**config.mk**
```make
export PLATFORM = sky130hd
export DESIGN_NAME = startup_seq
export DESIGN_NICKNAME = d
export VERILOG_FILES = /design/src/rtl/startup_pkg.sv /design/src/rtl/startup_sync2.sv /design/src/rtl/startup_evt.sv /design/src/rtl/startup_seq.sv
export SDC_FILE = /design/constraint.sdc
export NUM_CORES = 1
export LEC_CHECK = 0
export ABC_CLOCK_PERIOD_IN_PS = 2600
export BUFFER_PORTS_ARGS = -buffer_cell sky130_fd_sc_hd__buf_2
export CAP_MARGIN = 0
export CORE_AREA = 8 8 50 52
export CTS_CLUSTER_SIZE = 28
export DETAILED_ROUTE_END_ITERATION = 7
export DIE_AREA = 0 0 58 60
export PLACE_DENSITY_LB_ADDON = 0.3
export SETUP_SLACK_MARGIN = 0.3
export SLEW_MARGIN = 10
export SYNTH_ARGS = -nofsm -noshare
export SYNTH_HDL_FRONTEND = slang
export SYNTH_SLANG_ARGS = --single-unit
```
**constraint.sdc**
```tcl
create_clock -name clk -period 2.6 [get_ports clk]
set_input_delay 0.13 -clock clk [delete_from_list [all_inputs] [get_ports clk]]
set_output_delay 0.13 -clock clk [all_outputs]
set_load 0.1 [all_outputs]
```
**src/rtl/startup_pkg.sv**
```systemverilog
package startup_pkg;

    typedef enum logic [1:0] {
        ST_IDLE = 2'd0,
        ST_RUN  = 2'd1,
        ST_FIN  = 2'd2
    } seq_st_e;

endpackage

```
**src/rtl/startup_sync2.sv**
```systemverilog
module startup_sync2 #(
    parameter int STAGES = 2
) (
    input  logic clk,
    input  logic rst_n,
    input  logic async_i,
    output logic sync_o
);

    typedef struct packed {
        logic [STAGES-1:0] sh;
    } sync_reg_t;

    sync_reg_t r_d, r_q;

    always_comb begin
        r_d    = r_q;
        r_d.sh = {r_q.sh[STAGES-2:0], async_i};
    end

    always_ff @(posedge clk or negedge rst_n) begin
        if (!rst_n) r_q <= '0;
        else        r_q <= r_d;
    end

    assign sync_o = r_q.sh[STAGES-1];

endmodule

```
**src/rtl/startup_evt.sv**
```systemverilog
module startup_evt #(
    parameter int PH_W    = 3,
    parameter bit SYNC_OK = 1'b1
) (
    input  logic            clk,
    input  logic            rst_n,
    input  logic [PH_W-1:0] code_i,
    input  logic            run_next_i,
    input  logic [PH_W-1:0] ph_next_i,
    input  logic            sync_go_i,
    output logic            out_o
);

    localparam logic [PH_W-1:0] CODE_SYNC = '1;
    localparam logic [PH_W-1:0] CODE_TOP  = {{(PH_W-1){1'b1}}, 1'b0};
    localparam logic [PH_W-1:0] CODE_MIN  = {{(PH_W-1){1'b0}}, 1'b1};

    typedef struct packed {
        logic out;
    } evt_reg_t;

    evt_reg_t        r_d, r_q;
    logic            sync_mode;
    logic [PH_W-1:0] eff_ph;
    logic            fire;

    always_comb begin
        sync_mode = SYNC_OK && (code_i == CODE_SYNC);
        if (code_i == '0)            eff_ph = CODE_MIN;
        else if (code_i == CODE_SYNC) eff_ph = CODE_TOP;
        else                          eff_ph = code_i;
        fire      = sync_mode ? sync_go_i : (run_next_i && (ph_next_i == eff_ph));
        r_d       = r_q;
        r_d.out   = r_q.out | fire;
    end

    always_ff @(posedge clk or negedge rst_n) begin
        if (!rst_n) r_q <= '0;
        else        r_q <= r_d;
    end

    assign out_o = r_q.out;

    AST_EVT_STICKY: assert property (@(posedge clk) disable iff (!rst_n)
        out_o |=> out_o);
    AST_EVT_SYNC_GATE: assert property (@(posedge clk) disable iff (!rst_n)
        (sync_mode && $rose(out_o)) |-> $past(sync_go_i));
    AST_EVT_CYCLE_RUN: assert property (@(posedge clk) disable iff (!rst_n)
        (!sync_mode && $rose(out_o)) |-> $past(run_next_i));

endmodule

```
**src/rtl/startup_seq.sv**
```systemverilog
module startup_seq
    import startup_pkg::*;
#(
    parameter int PH_W        = 3,
    parameter int SYNC_STAGES = 2
) (
    input  logic            clk,
    input  logic            rst_n,
    input  logic            load_done_i,
    input  logic            done_pin_i,
    input  logic [PH_W-1:0] done_code_i,
    input  logic [PH_W-1:0] tris_code_i,
    input  logic [PH_W-1:0] gsr_code_i,
    input  logic [PH_W-1:0] gwe_code_i,
    output logic            done_o,
    output logic            done_oe_o,
    output logic            tris_rel_o,
    output logic            gsr_rel_o,
    output logic            gwe_en_o,
    output logic            startup_cplt_o
);

    localparam logic [PH_W-1:0] PH_LAST = '1;
    localparam int              N_REL   = 3;

    typedef struct packed {
        seq_st_e         st;
        logic [PH_W-1:0] ph;
        logic            cplt;
    } seq_reg_t;

    seq_reg_t        r_d, r_q;
    logic            ext_q;
    logic            done_q;
    logic [N_REL-1:0] rel_q;
    logic [PH_W-1:0] rel_code [N_REL];
    logic            all_q;
    logic            run_next;
    logic            sync_go;

    assign rel_code[0] = tris_code_i;
    assign rel_code[1] = gsr_code_i;
    assign rel_code[2] = gwe_code_i;
    assign all_q       = done_q & (&rel_q);

    always_comb begin
        r_d = r_q;
        unique case (r_q.st)
            ST_IDLE: begin
                if (load_done_i) begin
                    r_d.st = ST_RUN;
                    r_d.ph = '0;
                end
            end
            ST_RUN: begin
                if (r_q.ph != PH_LAST) begin
                    r_d.ph = r_q.ph + 1'b1;
                end else if (all_q) begin
                    r_d.st   = ST_FIN;
                    r_d.cplt = 1'b1;
                end
            end
            default: begin
                r_d = r_q;
            end
        endcase
        run_next = (r_d.st == ST_RUN);
        sync_go  = (r_q.st == ST_RUN) && done_q && ext_q;
    end

    always_ff @(posedge clk or negedge rst_n) begin
        if (!rst_n) begin
            r_q.st   <= ST_IDLE;
            r_q.ph   <= '0;
            r_q.cplt <= 1'b0;
        end else begin
            r_q <= r_d;
        end
    end

    startup_sync2 #(.STAGES(SYNC_STAGES)) u_pin_sync (
        .clk     (clk),
        .rst_n   (rst_n),
        .async_i (done_pin_i),
        .sync_o  (ext_q)
    );

    startup_evt #(.PH_W(PH_W), .SYNC_OK(1'b0)) u_evt_done (
        .clk        (clk),
        .rst_n      (rst_n),
        .code_i     (done_code_i),
        .run_next_i (run_next),
        .ph_next_i  (r_d.ph),
        .sync_go_i  (1'b0),
        .out_o      (done_q)
    );

    for (genvar gi = 0; gi < N_REL; gi++) begin : g_rel
        startup_evt #(.PH_W(PH_W), .SYNC_OK(1'b1)) u_evt (
            .clk        (clk),
            .rst_n      (rst_n),
            .code_i     (rel_code[gi]),
            .run_next_i (run_next),
            .ph_next_i  (r_d.ph),
            .sync_go_i  (sync_go),
            .out_o      (rel_q[gi])
        );
    end

    assign done_o         = done_q;
    assign done_oe_o      = ~done_q;
    assign tris_rel_o     = rel_q[0];
    assign gsr_rel_o      = rel_q[1];
    assign gwe_en_o       = rel_q[2];
    assign startup_cplt_o = r_q.cplt;

    AST_PH_STEP: assert property (@(posedge clk) disable iff (!rst_n)
        (r_q.st == ST_RUN && r_q.ph != PH_LAST) |=> (r_q.ph == $past(r_q.ph) + 1'b1));
    AST_IGNORE_LOAD: assert property (@(posedge clk) disable iff (!rst_n)
        (r_q.st != ST_IDLE && load_done_i) |=> (r_q.st != ST_IDLE && r_q.ph != '0));
    AST_CPLT_CAUSE: assert property (@(posedge clk) disable iff (!rst_n)
        $rose(startup_cplt_o) |-> $past(r_q.ph == PH_LAST && all_q));
    AST_CPLT_HOLD: assert property (@(posedge clk) disable iff (!rst_n)
        startup_cplt_o |=> startup_cplt_o);

endmodule

```
== Word level (Yosys, flattened, before mapping) ==
Cells that the tools add are included.

* Register bits after elaboration: 12
* Latch bits: 0
* RAM bits: 0
* Memory bits (read-only): 0
* Input port bits: 16
* Output and inout bits: 6
* Word-level logic and storage cells: 56
* Memories kept: 0

* Add/subtract/negate cells: 1
* Multipliers: 0
* Div/mod/pow operators: 0
* Order comparisons: 0
* Equal/unequal tests: 11
* Shifts and indexed selects: 0
* Muxes and demuxes: 16
* Bitwise operators: 7
* Reduce and logical (&&, ||, !) cells: 13

{| class="wikitable"
|+ Operators with widths
! cell !! number
|-
| 3-bit two-way mux || 9
|-
| 3-bit equality test || 4
|-
| 3-bit equality test (second input constant) || 4
|-
| 3-bit logical NOT || 4
|-
| 5-bit one-hot mux with 2 select lines || 1
|-
| 1-bit logical AND || 6
|-
| 3-bit AND reduction || 2
|-
| 5-bit two-way mux || 1
|-
| 2-bit by 1-bit equality test with 1-bit output (second input constant) || 2
|-
| 2-bit two-way mux || 2
|-
| 1-bit OR || 4
|-
| 3-bit by 1-bit adder with 3-bit output (second input constant) || 1
|-
| 1-bit two-way mux || 3
|-
| 3-bit inequality test (second input constant) || 1
|-
| 2-bit logical NOT || 1
|-
| 1-bit NOT || 2
|-
| 1-bit bitwise AND || 1
|}

== Longest topological paths before layout ==
Gate-level depths: netlist of run 1.

* Depth in word-level cells: 9
* Depth in mapped cells: 7
* Mapped depth without buffers: 7

== Modules after synthesis ==
From an unflattened synthesis of run 1, not the netlist that was laid out.

* Cells, all modules: 83
* Area, all modules: 788.3 µm²

{| class="wikitable"
|+ By module, submodules not included
! module !! times used !! cells each !! area each (µm²) !! sequential area each (µm²)
|-
| startup_evt at g_rel[0].u_evt ... || 3 || 12 || 106.4 || 25.0
|-
| startup_seq || 1 || 32 || 309.0 || 150.1
|-
| startup_evt at u_evt_done || 1 || 13 || 110.1 || 25.0
|-
| startup_sync2 || 1 || 2 || 50.0 || 50.0
|}

== Worst setup path after synthesis of run 1 ==
Ideal clock, no wire load.

* Path type: register -> register
* From: register u_evt_done.r_q (netlist: u_evt_done.out_o)
* To: register g_rel[0].u_evt.r_q
* Setup time: 0.095 ns
* Arrival time: 2.427 ns
* Required time: 2.505 ns
* Path slack: 0.077 ns
* Cell stages (with the launch flop): 6
* Buffers on the path: 0
* Period minus slack after synthesis: 2.523 ns
* Path through: dfrtp_1 -> inv_1 -> nor2_1 -> and3_1 -> a41oi_1 -> o31ai_1

* Longest elaborated chain between the ends: 8
* Elaborated cells between the ends (all ways): 10
* Those cells by class: eq/ne: 1; mux: 4; bitwise: 2; reduce/logical: 3

{| class="wikitable"
|+ Ends and longest elaborated chain
! element !! RTL line !! source
|-
| start: declaration || startup_evt.sv:22 || <nowiki>evt_reg_t r_d, r_q;</nowiki>
|-
| start signal: assignment || startup_evt.sv:39 || <nowiki>else r_q <= r_d;</nowiki>
|-
| 1-bit bitwise AND || startup_seq.sv:44 || <nowiki>assign all_q = done_q & (&rel_q);</nowiki>
|-
| 2-bit two-way mux || startup_seq.sv:58 || <nowiki>end else if (all_q) begin</nowiki>
|-
| 2-bit two-way mux || startup_seq.sv:56 || <nowiki>if (r_q.ph != PH_LAST) begin</nowiki>
|-
| 5-bit one-hot mux with 2 select lines || startup_seq.sv:48 || <nowiki>unique case (r_q.st)</nowiki>
|-
| 2-bit by 1-bit equality test with 1-bit output || startup_seq.sv:67 || <nowiki>run_next = (r_d.st == ST_RUN);</nowiki>
|-
| 1-bit logical AND || startup_evt.sv:32 || <nowiki>fire = sync_mode ? sync_go_i : (run_next_i && (ph_next_i == eff_ph));</nowiki>
|-
| 1-bit two-way mux (*) || startup_evt.sv:32 ||
|-
| 1-bit OR (*) || startup_evt.sv:34 || <nowiki>r_d.out = r_q.out | fire;</nowiki>
|-
| named net g_rel[0].u_evt.r_d || startup_evt.sv:22 ||
|-
| end signal: assignment || startup_evt.sv:39 ||
|-
| end: declaration || startup_evt.sv:22 ||
|}

The timed path passes the listed nets; every way through them passes the cells marked *.
A chain may end at the register's enable or synchronous reset.

== Worst setup path after layout of run 1 ==
* From: register r_q[1] (netlist name)
* To: register g_rel[0].u_evt.r_q

* Longest elaborated chain between the ends: 7
* Elaborated cells between the ends (all ways): 11
* Those cells by class: add/sub: 1; eq/ne: 3; mux: 5; bitwise: 1; reduce/logical: 1

{| class="wikitable"
|+ Ends and longest elaborated chain
! element !! RTL line !! source
|-
| start: declaration || startup_seq.sv:32 || <nowiki>seq_reg_t r_d, r_q;</nowiki>
|-
| start signal: assignment || startup_seq.sv:77 || <nowiki>r_q <= r_d;</nowiki>
|-
| 3-bit by 1-bit adder with 3-bit output / 3-bit inequality test (equally long branches) || startup_seq.sv:57, startup_seq.sv:56 ||
|-
| 3-bit two-way mux / 2-bit two-way mux (equally long branches) || startup_seq.sv:56 ||
|-
| 5-bit one-hot mux with 2 select lines (*) || startup_seq.sv:48 ||
|-
| 3-bit equality test / 2-bit by 1-bit equality test with 1-bit output (equally long branches) || startup_evt.sv:32, startup_seq.sv:67 ||
|-
| 1-bit logical AND (*) || startup_evt.sv:32 ||
|-
| 1-bit two-way mux (*) || startup_evt.sv:32 ||
|-
| 1-bit OR (*) || startup_evt.sv:34 ||
|-
| named net g_rel[0].u_evt.r_d || startup_evt.sv:22 ||
|}

Marked as above.

==> results.md, run 1 <==
* Status: finished clean
* Post-route ant nets at 0
* Root buffer cell: clkbuf_4
* Reg-to-reg startpoint: r_q[1]
* Switch Pwr at around 0.0007 W
* Share of flip-flops with an asynchronous set or reset at between 90% and 100%
* Critical R2R Capture: g_rel[0].u_evt.out_o
* Predominant post-synthesis flop cell: dfrtp_1
* Mean Syn Cell Area at 8.998 um^2
* Setup violations, final at 0
* PnR worst setup slack at ~600 ps
* Endpoint class of the critical path: flop
* Synth area leaders: dfrtp_1, nand2_1, mux2i_1
* Gr usage total at approximately 11%
* Top cell type's share of synthesized area at between 30% and 40%
* Max VDD drop at between 0.6 and 0.7 mV
* Share of layout cells above drive strength 1 at between 20% and 30%
* Hold Slack at 141.7 ps
* Worst Tran Pin Value at 628.9 ps
* Power share of the combinational group at 64.0%
* GR Overflow Total at 0
* N_diodes at 0
* Cells on worst reg2reg path at 7
* Wire per inst at between 10 and 15 um
* Pre-antenna DRT Iters at 4
* Number of vias per cell at around 5.6
* Worst EP arrival at roughly 2200 ps
* DP HPWL at roughly 1400 um
* Post-synth EDFFs at 0
* Core area at ~1800 um^2
* Crit-path max FO at 7
* Min cycle time layout at 1999 ps
* Hold Crit Start: gsr_code_i[0]
* Final Max Tran Viols at 0
* Seq pwr share at 25.1%
* GP Congestion at 0.7714
* Switching Share at a little over half
* R2R setup slack at ~600 ps
* Vias in the first global route at around 740
* Clock network power share at between 10% and 20%
* CP Cell Sequence: ha_1, and3_1, a31o_1, a22oi_4, and2b_2, a22oi_1, o31ai_1
* Area leader, netlist: dfrtp_1
* Initial Util at between 40% and 50%
* CTS max path bufs at 2
* Initial antenna violation count at 0
* Filler cells at between 150 and 200
* Post-Route WL at about 1800 um
* Worst Setup Path Type: flop to flop
* Top cells by count, synth: nand2_1, dfrtp_1, inv_1
* Die X at 58 um
* DRC at 0
* Max cap viols at 0
* Clk_lat worst skew at 270 ps
* Port Buffers at 21
* CP Launch Type: flop
* WP data required at 2750 ps
* Clk slew on worst S/H paths at 70 ps
* Tightest Hold Check Type: input pin to flop
* Mapped Area at ~850 um^2
* Sequential area share after synthesis at roughly 36%
* Via count at 768
* Most numerous cell in the Yosys netlist: nand2_1
* Chip height at about 60 um
* Placement Setup Slack at 597.3 ps
* Flop and latch count out of synthesis at 12
* Critical path's slowest cell: dfrtp_1
* FP Rows at 16
* First-pass GRT wire length at approximately 3000 um
* Total negative slack at 0 ps
* Max incr delay on CP at 410 ps
* Sink of the worst hold path: g_rel[1].u_evt.out_o
* Max-slew headroom at around 58%
* Multi-input logic area at around 500 um^2
* Final hold violation count at 0
* CTS Sinks at 12
* CTS H-tree lvls at 1
* Dpl cell area at 952.2 um^2
* Register area at between 300 and 400 um^2
* Fmax at between 500 and 600 MHz
* Syn nets at between 100 and 150
* Cells after Synth at between 90 and 100
* Area growth, synth to finish at 19.23%
* PostCTS Resize Cnt at 0
* Final period util at 76.89%
* Leak at 0.4998 nW
* Post-CTS Setup Inserts at 0
* Total CTS buffers at 3
* Pwr Density at 1316 nW/um^2
* Cells on Worst Hold Path at 3
* RSZ-0062 raised after global routing: false
* Final Cell Area at roughly 1000 um^2
* Pint at approximately 0.00063 W
* Largest net degree at the start of global routing at 13
* # hold bufs at CTS at 2
* 1st-iter DRT viols at 26
* IO Count at 22
* Synth cell types at 30
* Die area at between 3000 and 4000 um^2
* CTS tree: yes
* Clock skew at 0.7714 ps
* Ys Warns at 0
* Nets at ~140
[registers in the layout, indices dropped and copies added, names as in the netlist]
name               count
g_rel.u_evt.out_o      3
u_evt_done.out_o       1
r_q                    5
startup_cplt_o         1
u_pin_sync.r_q         2
[per-stage QoR]
stage,utilization (%),power (W),std cells
global route,55.97,0.001426,137
global placement,52.85,0.001177,131
detailed placement,52.85,0.001194,131
finish,55.97,0.001327,137
floorplan,-,0.001059,94
CTS,55.97,0.001347,137
[layout by cell type (no fill, tap or decap), types with 4 or more instances in the layout]
| cell type | Yosys | final |
|---|---|---|
| buf_2 | 0 | 21 |
| mux2i_1 | 4 | 4 |
| inv_1 | 7 | 7 |
| dfrtp_1 | 12 | 11 |
| a21oi_1 | 4 | 4 |
| nand2_1 | 14 | 14 |
| nor2_1 | 4 | 4 |
| o21ai_0 | 4 | 4 |
| xnor2_1 | 4 | 4 |
[area by class of cell]
cell class | instances | share of cell area, %
multi-input combinational | 73 | 49.26
sequential | 12 | 29.90
timing repair buffer | 23 | 12.41
clock buffer | 4 | 3.598
inverter | 7 | 2.605
tap | 18 | 2.233
[power by group through the flow]
stage                     Combinational, W  Sequential (W)  Clock (W)
after detailed placement          0.000858        0.000337          0
final                             0.000849        0.000333   0.000145
after CTS                         0.000863        0.000334   0.000150
after floorplan                   0.000524        0.000535          0
after global routing              0.000923        0.000344   0.000160
after global placement            0.000843        0.000335          0
[worst max-delay path by stage]
stage | cells past startpoint | slack [ps] | endpoint | from
floorplan | 5 | 490 | g_rel[0].u_evt.out_o | u_evt_done.out_o
global route | 6 | 440 | u_evt_done.out_o | r_q[2]
CTS | 6 | 590 | u_evt_done.out_o | r_q[2]
global placement | 7 | 650 | g_rel[0].u_evt.out_o | r_q[1]
finish | 7 | 600 | g_rel[0].u_evt.out_o | r_q[1]
detailed placement | 7 | 600 | g_rel[0].u_evt.out_o | r_q[1]
[layer usage]
layer / GRT usage [%] / vias to the layer above / share of wire [%]
li1: - / 387 / -
met1: 12.50 / 359 / 48
met2: 19.75 / 22 / 48
met3: 3.441 / 0 / 4.5
met4: 1.049 / 0 / 0
met5: 0 / - / 0
[cells by family after synthesis]
kind of cell / share of synthesized area [%]
and+or+nand+nor: 23.82
AOI/OAI and AO/OA: 21.45
DFF: 35.50
buffers and inverters: 5.770
xor gates and xnor gates: 7.249
muxes: 4.734
adders and majority gates: 1.479
[critical path: cells and delay by family, from the launching register on]
kind	cells	cell delay (ps)
compound gates	4	780
simple gates	2	430
flops	1	410
fa+ha+maj	1	260
Power figures use the tool's default switching activity.
==> run 2: changes to the inputs <==
--- a/config.mk
+++ b/config.mk
@@ -5,7 +5,7 @@
 export SDC_FILE = /design/constraint.sdc
 export NUM_CORES = 1
 export LEC_CHECK = 0
-export ABC_CLOCK_PERIOD_IN_PS = 2600
+export ABC_CLOCK_PERIOD_IN_PS = 2000
 export BUFFER_PORTS_ARGS = -buffer_cell sky130_fd_sc_hd__buf_2
 export CAP_MARGIN = 0
 export CORE_AREA = 8 8 50 52
==> constraint.sdc (replaced) <==
create_clock -name clk -period 2 [get_ports clk]
set_input_delay 0.1 -clock clk [delete_from_list [all_inputs] [get_ports clk]]
set_output_delay 0.1 -clock clk [all_outputs]
set_load 0.1 [all_outputs]
==> results.md, run 2 (same netlist as run 1, synthesis figures left out) <==
* Tightest Hold Check Type: input pin to flop (unchanged)
* Pint at 0.0009469 W (was 0.0006283 W)
* Worst Setup Path Type: flop to flop (unchanged)
* Vias in the first global route at 836 (was 743)
* Reg-to-reg startpoint: r_q[1] (unchanged)
* Max VDD drop at 1.144 mV (was 0.6502 mV)
* Gr usage total at 13.75% (was 10.87%)
* Final Max Tran Viols at 0 (unchanged)
* FP Rows at 16 (unchanged)
* Fmax at 556.5 MHz (was 500.2 MHz)
* Max-slew headroom at 67.76% (was 57.79%)
* Die X at 58 um (unchanged)
* Initial Util at 46.94% (unchanged)
* WP data required at 2200 ps (was 2750 ps)
* Area growth, synth to finish at 31.66% (was 19.23%)
* Crit-path max FO at 10 (was 7)
* IO Count at 22 (unchanged)
* Setup violations, final at 0 (unchanged)
* Bufs and invs on worst path at 0 (unchanged)
* CTS tree: yes (unchanged)
* PnR Total Power at 0.001979 W (was 0.001327 W)
* Number of flip-flops in the largest register at 5 (unchanged)
* Endpoint class of the critical path: flop (unchanged)
* CP Cell Sequence: ha_4, a21oi_1, nor2_4, or4_1, and3_1, nor3_2 (was ha_1, and3_1, a31o_1, a22oi_4, and2b_2, a22oi_1, o31ai_1)
* Worst Tran Pin Value at 487.0 ps (was 628.9 ps)
* Pwr Density at 1777 nW/um^2 (was 1316 nW/um^2)
* Root buffer cell: clkbuf_4 (unchanged)
* Clock network power share at 9.8% (was 10.9%)
* Switch Pwr at 0.001032 W (was 0.0006987 W)
* Inst Count DP at 135 (was 131)
* N_diodes at 0 (unchanged)
* Largest Register: r_q (unchanged)
* Chip height at 60 um (unchanged)
* DRC at 0 (unchanged)
* Met1 Routed Length at 920 um (was 858 um)
* Switching Share at 52.15% (was 52.65%)
* Number of vias per cell at 5.754 (was 5.606)
* Min cycle time layout at 1797 ps (was 1999 ps)
* Met2 Wirelength at 1186 um (was 864 um)
* Wire per inst at 15.63 um (was 13.18 um)
* RSZ-0062 raised after global routing: true (was false)
* CTS H-tree lvls at 1 (unchanged)
* DP HPWL at 1587 um (was 1430 um)
* Via count at 817 (was 768)
* Max incr delay on CP at 420 ps (was 410 ps)
* Clock skew at 2.915 ps (was 0.7714 ps)
* Share of layout cells above drive strength 1 at 40.32% (was 28.57%)
* CTS Sinks at 12 (unchanged)
* R2R setup slack at 200 ps (was 600 ps)
* Final period util at 89.85% (was 76.89%)
* Layout Cells excl Fill at 142 (was 137)
* 1st-iter DRT viols at 27 (was 26)
* Post-Route WL at 2219 um (was 1805 um)
* Most frequent cells in the layout: buf_2, nand2_1, dfrtp_1 (unchanged)
* Cells on Worst Hold Path at 3 (unchanged)
* Clk_lat worst skew at 280 ps (was 270 ps)
* Placement Setup Slack at 48.42 ps (was 597.3 ps)
* Status: finished clean (unchanged)
* Leak at 0.5246 nW (was 0.4998 nW)
* Pre-antenna DRT Iters at 6 (was 4)
* First-pass GRT wire length at 3636 um (was 2994 um)
* Cells on worst reg2reg path at 6 (was 7)
* Clk slew on worst S/H paths at 70 ps (about the same)
* Max layer used: met4 (was met3)
* PnR worst setup slack at 203.0 ps (was 601.0 ps)
* CTS max path bufs at 2 (unchanged)
* Post-route ant nets at 0 (unchanged)
* Sink of the worst hold path: g_rel[2].u_evt.out_o (was g_rel[1].u_evt.out_o)
* Port Buffers at 21 (unchanged)
* Hold Crit Start: gwe_code_i[0] (was gsr_code_i[0])
* Final hold violation count at 0 (unchanged)
* Core area at 1802 um^2 (unchanged)
* Initial antenna violation count at 0 (unchanged)
* Seq pwr share at 22.6% (was 25.1%)
* Total CTS buffers at 3 (unchanged)
* Top delay family on crit path: simple AND/OR/NAND/NOR gates (was compound AO/OA/AOI/OAI gates)
* Critical path's slowest cell: dfrtp_1 (unchanged)
* CP Launch Type: flop (unchanged)
* GR Overflow Total at 0 (unchanged)
* Worst EP arrival at 1990 ps (was 2150 ps)
* GP Congestion at 0.7440 (was 0.7714)
* Commonest non-fill, non-tap cell in the layout: buf_2 (unchanged)
* Met3 WL post-DR at 87 um (was 82 um)
* Nets at 142 (was 137)
* Die area at 3480 um^2 (unchanged)
* Power share of the combinational group at 67.6% (was 64.0%)
* Total negative slack at 0 ps (unchanged)
* Hold Slack at 97.08 ps (was 141.7 ps)
* Max cap viols at 0 (unchanged)
* Largest net degree at the start of global routing at 13 (unchanged)
* Critical R2R Capture: u_evt_done.out_o (was g_rel[0].u_evt.out_o)
run 2: metrics by stage:
step	util, %	area [um^2]
after global routing	61.81	1114
after detailed placement	55.00	991.0
final	61.81	1114
after CTS	61.32	1105
after floorplan	-	855.8
after global placement	55.00	991.0
run 2: final cells by class:
cell class	count	area [um^2]
multi-input combinational	73	558.0
inverter	7	30.03
tap	18	22.52
timing repair buffer	28	162.7
sequential	12	304.0
clock buffer	4	36.28
fill	153	688.2
run 2: metal layers:
metal / vias to the layer above / GRT usage, %
met5: - / 0
met4: 0 / 7.343
met2: 27 / 25.32
met1: 385 / 15.05
li1: 402 / -
met3: 3 / 1.505
run 2: power groups by stage:
stage | clock network [W] | registers [W] | logic [W]
after global routing | 0.000213 | 0.000457 | 0.00143
final | 0.000194 | 0.000447 | 0.00134
after detailed placement | 0 | 0.000437 | 0.00118
after floorplan | 0 | 0.000703 | 0.000684
after global placement | 0 | 0.000430 | 0.00117
after CTS | 0.000201 | 0.000441 | 0.00132
run 2: timing repair:
item,CTS,global route
hold endpoints to repair,13,0
resized for setup,9,2
pin swaps,9,0
setup endpoints to repair,4,4
setup buffers,1,0
hold buffers,2,0
run 2: worst min-delay path, cell delays in order:
cell	delay (ps)
buf_2	80
a41oi_1	100
o31ai_1	60
run 2: worst max path at each step:
stage,from,end,cells past startpoint
3_3_place_gp,r_q[1],u_evt_done.out_o,6
6_report,r_q[1],u_evt_done.out_o,6
2_1_floorplan,u_evt_done.out_o,g_rel[0].u_evt.out_o,5
4_1_cts,r_q[1],u_evt_done.out_o,6
3_5_place_dp,r_q[1],u_evt_done.out_o,6
5_1_grt,r_q[1],g_rel[0].u_evt.out_o,7
==> run 3: changes to the inputs <==
--- a/config.mk
+++ b/config.mk
@@ -5,6 +5,7 @@
 export SDC_FILE = /design/constraint.sdc
 export NUM_CORES = 1
 export LEC_CHECK = 0
+export ABC_AREA = 1
 export ABC_CLOCK_PERIOD_IN_PS = 2000
 export BUFFER_PORTS_ARGS = -buffer_cell sky130_fd_sc_hd__buf_2
 export CAP_MARGIN = 0
@@ -13,6 +14,7 @@
 export DETAILED_ROUTE_END_ITERATION = 7
 export DIE_AREA = 0 0 58 60
 export PLACE_DENSITY_LB_ADDON = 0.3
+export REMOVE_ABC_BUFFERS = 1
 export SETUP_SLACK_MARGIN = 0.3
 export SLEW_MARGIN = 10
 export SYNTH_ARGS = -nofsm -noshare
==> results.md, run 3 <==
* Status: finished clean (unchanged)
* Register area at 300.3 um^2 (was 304.0 um^2)
* Pwr Density at 1617 nW/um^2 (was 1777 nW/um^2)
* DP HPWL at 1620 um (was 1587 um)
* Min cycle time layout at 1512 ps (was 1797 ps)
* Die area at 3480 um^2 (unchanged)
* Max cap viols at 0 (unchanged)
* Clk_lat worst skew at 260 ps (was 280 ps)
* Worst EP arrival at 1660 ps (was 1990 ps)
* Initial antenna violation count at 0 (unchanged)
* Most numerous cell in the Yosys netlist: nand2_1 (unchanged)
* Initial Util at 45.83% (was 46.94%)
* Largest net degree at the start of global routing at 13 (unchanged)
* Number of vias per cell at 4.975 (was 5.754)
* Clk slew on worst S/H paths at 70 ps (about the same)
* Root buffer cell: clkbuf_4 (unchanged)
* Crit-path max FO at 6 (was 10)
* PnR worst setup slack at 488.4 ps (was 203.0 ps)
* WP data required at 2150 ps (was 2200 ps)
* Port Buffers at 21 (unchanged)
* Post-synth EDFFs at 0 (unchanged)
* CP Launch Type: flop (unchanged)
* Flop and latch count out of synthesis at 12 (unchanged)
* DRC at 0 (unchanged)
* Final period util at 75.58% (was 89.85%)
* Top cell by count, worst path: nand2_1
* Met3 Track Usage GR at 2.581% (was 1.505%)
* Total CTS buffers at 3 (unchanged)
* Multi-input logic area at 476.7 um^2 (was 558.0 um^2)
* Post-CTS Setup Inserts at 0 (was 1)
* Die X at 58 um (unchanged)
* Via count at 811 (was 817)
* Mapped Area at 825.8 um^2 (was 845.8 um^2)
* Critical path's slowest cell: dfrtp_1 (unchanged)
* Share of layout cells above drive strength 1 at 28.28% (was 40.32%)
* Post-route ant nets at 0 (unchanged)
* Final hold violation count at 0 (unchanged)
* Filler cells at 180 (was 153)
* Synth area leaders: dfrtp_1, nand2_1, nand3_1 (was dfrtp_1, nand2_1, mux2i_1)
* CP Cell Sequence: ha_1, nand2_2, nand2_1, nand2_4, nand2_2, o21bai_1, inv_1, nand2_1, nand2_1 (was ha_4, a21oi_1, nor2_4, or4_1, and3_1, nor3_2)
* Gr usage total at 11.88% (was 13.75%)
* Max-slew headroom at 67.74% (was 67.76%)
* FP Rows at 16 (unchanged)
* PnR Total Power at 0.001645 W (was 0.001979 W)
* GR Overflow Total at 0 (unchanged)
* Share of flip-flops with an asynchronous set or reset at 100.0% (unchanged)
* Pre-antenna DRT Iters at 4 (was 6)
* Fmax at 661.5 MHz (was 556.5 MHz)
* CTS max path bufs at 2 (unchanged)
* Mean Syn Cell Area at 6.998 um^2 (was 8.998 um^2)
* IO Count at 22 (unchanged)
* CTS H-tree lvls at 1 (unchanged)
* Commonest non-fill, non-tap cell in the layout: nand2_1 (was buf_2)
* Hold Slack at 181.3 ps (was 97.08 ps)
* CTS tree: yes (unchanged)
* Leak at 0.5455 nW (was 0.5246 nW)
* Max incr delay on CP at 440 ps (was 420 ps)
* Total negative slack at 0 ps (unchanged)
* Clock skew at 1.965 ps (was 2.915 ps)
* M2 GR Usage at 19.75% (was 25.32%)
* Met1 Use GR at 15.07% (was 15.05%)
* Placement Setup Slack at 447.8 ps (was 48.42 ps)
* Bufs and invs on worst path at 1 (was 0)
* Worst Tran Pin Value at 487.2 ps (was 487.0 ps)
* Sequential area share after synthesis at 36.36% (was 35.50%)
* Predominant post-synthesis flop cell: dfrtp_1 (unchanged)
* Max VDD drop at 0.9566 mV (was 1.144 mV)
* 1st-iter DRT viols at 34 (was 27)
* N_diodes at 0 (unchanged)
* Endpoint class of the critical path: flop (unchanged)
* Ys Warns at 0 (unchanged)
* Chip height at 60 um (unchanged)
* Top cells by count, synth: nand2_1, nand3_1, inv_1, dfrtp_1, nor2_1 (was nand2_1, dfrtp_1, inv_1)
* Area leader, netlist: dfrtp_1 (unchanged)
* Synth cell types at 16 (was 30)
* First-pass GRT wire length at 3298 um (was 3636 um)
* Post-Route WL at 1940 um (was 2219 um)
* GP Congestion at 0.8085 (was 0.7440)
* Most Crowded Layer GR: met2 (unchanged)
* Vias in the first global route at 755 (was 836)
* Worst Setup Path Type: flop to flop (unchanged)
* Most frequent cells in the layout: nand2_1, buf_2, nand3_1 (was buf_2, nand2_1, dfrtp_1)
* Wire per inst at 11.90 um (was 15.63 um)
* Top delay family on crit path: simple AND/OR/NAND/NOR gates (unchanged)
* Area growth, synth to finish at 23.18% (was 31.66%)
* Final Max Tran Viols at 0 (unchanged)
* RSZ-0062 raised after global routing: false (was true)
* Top cell type's share of synthesized area at 36.36% (was 35.50%)
* Nets at 163 (was 142)
* Tightest Hold Check Type: input pin to flop (unchanged)
* Setup violations, final at 0 (unchanged)
* Number of flip-flops in the largest register at 5 (unchanged)
* Cells after Synth at 118 (was 94)
* CTS Sinks at 12 (unchanged)
* Largest Register: r_q (unchanged)
* Core area at 1802 um^2 (unchanged)
-- run 3: changes by cell type after synthesis, sizes merged, moves of 3 or more --
| cell | before | now |
|---|---|---|
| and2b | 6 | 0 |
| a22oi | 4 | 0 |
| inv | 7 | 15 |
| mux2i | 4 | 0 |
| a21oi | 4 | 0 |
| nand3b | 0 | 3 |
| and3 | 4 | 0 |
| nor2 | 5 | 13 |
| nand2 | 14 | 43 |
| xor2 | 3 | 0 |
| a41oi | 3 | 0 |
| nand3 | 3 | 21 |
| o31ai | 3 | 0 |
-- run 3: path summary, 6_finish.rpt --
| check | start | end | slack, ps | cells after the start |
|---|---|---|---|---|
| setup / recovery | r_q[1] | u_evt_done.out_o | 490 | 9 |
| hold / removal | gsr_code_i[1] | g_rel[1].u_evt.out_o | 180 | 4 |
| setup reg to reg | r_q[1] | u_evt_done.out_o | 490 | 9 |
| hold reg to reg | u_pin_sync.r_q[0] | u_pin_sync.r_q[1] | 360 | 0 |
| max in group asynchronous | rst_n | r_q[3] | 1560 | 2 |
| min in group asynchronous | rst_n | u_pin_sync.r_q[1] | 240 | 2 |
-- run 3: worst min-delay path: cells and delay by family --
family | cells | cell delay, ps
buffers and inverters | 1 | 120
xor gates and xnor gates | 1 | 80
and+or+nand+nor | 2 | 100
-- run 3: logic make-up (layout without fill, tap and decap cells) --
group	Yosys count	after routing	share of synthesized area [%]
buffers and inverters	15	42	6.819
AO/OA/AOI/OAI	7	7	4.546
adder cells (fa/ha/maj)	1	1	1.515
XOR/XNOR	3	3	3.182
flip-flops	12	12	36.36
AND/OR/NAND/NOR	80	80	47.58
-- run 3: final cells by class --
| type | instances | area share (%) |
|---|---|---|
| multi-input cells | 91 | 46.86 |
| well taps | 18 | 2.214 |
| flip-flops and latches | 12 | 29.52 |
| inverters | 15 | 5.535 |
| repair buffers | 23 | 12.30 |
| clock buffers | 4 | 3.567 |
-- run 3: where the power goes --
group	switching, W	internal (W)
Clock	0.0000719	0.000110
Combinational	0.000751	0.000305
Sequential	0.0000775	0.000329
Total	0.000900	0.000745
-- run 3: repair_timing --
action / 4_1_cts / 5_1_grt
setup endpoints to repair: 0 / 3
endpoints found under the hold margin: 13 / 0
resized for setup: 0 / 2
hold buffers: 2 / 0
-- run 3: through the flow --
step	area [um^2]	cells	utilization, %
after floorplan	825.8	118	-
after global placement	953.4	157	52.92
after detailed placement	953.4	157	52.92
after CTS	1010	163	56.04
after global routing	1017	163	56.46
final	1017	163	56.46
-- run 3: metal layers --
layer / share of wire, % / up-vias
li1: - / 427
met3: 6.0 / 2
met1: 47 / 362
met5: 0 / -
met2: 46 / 20
met4: 0.62 / 0
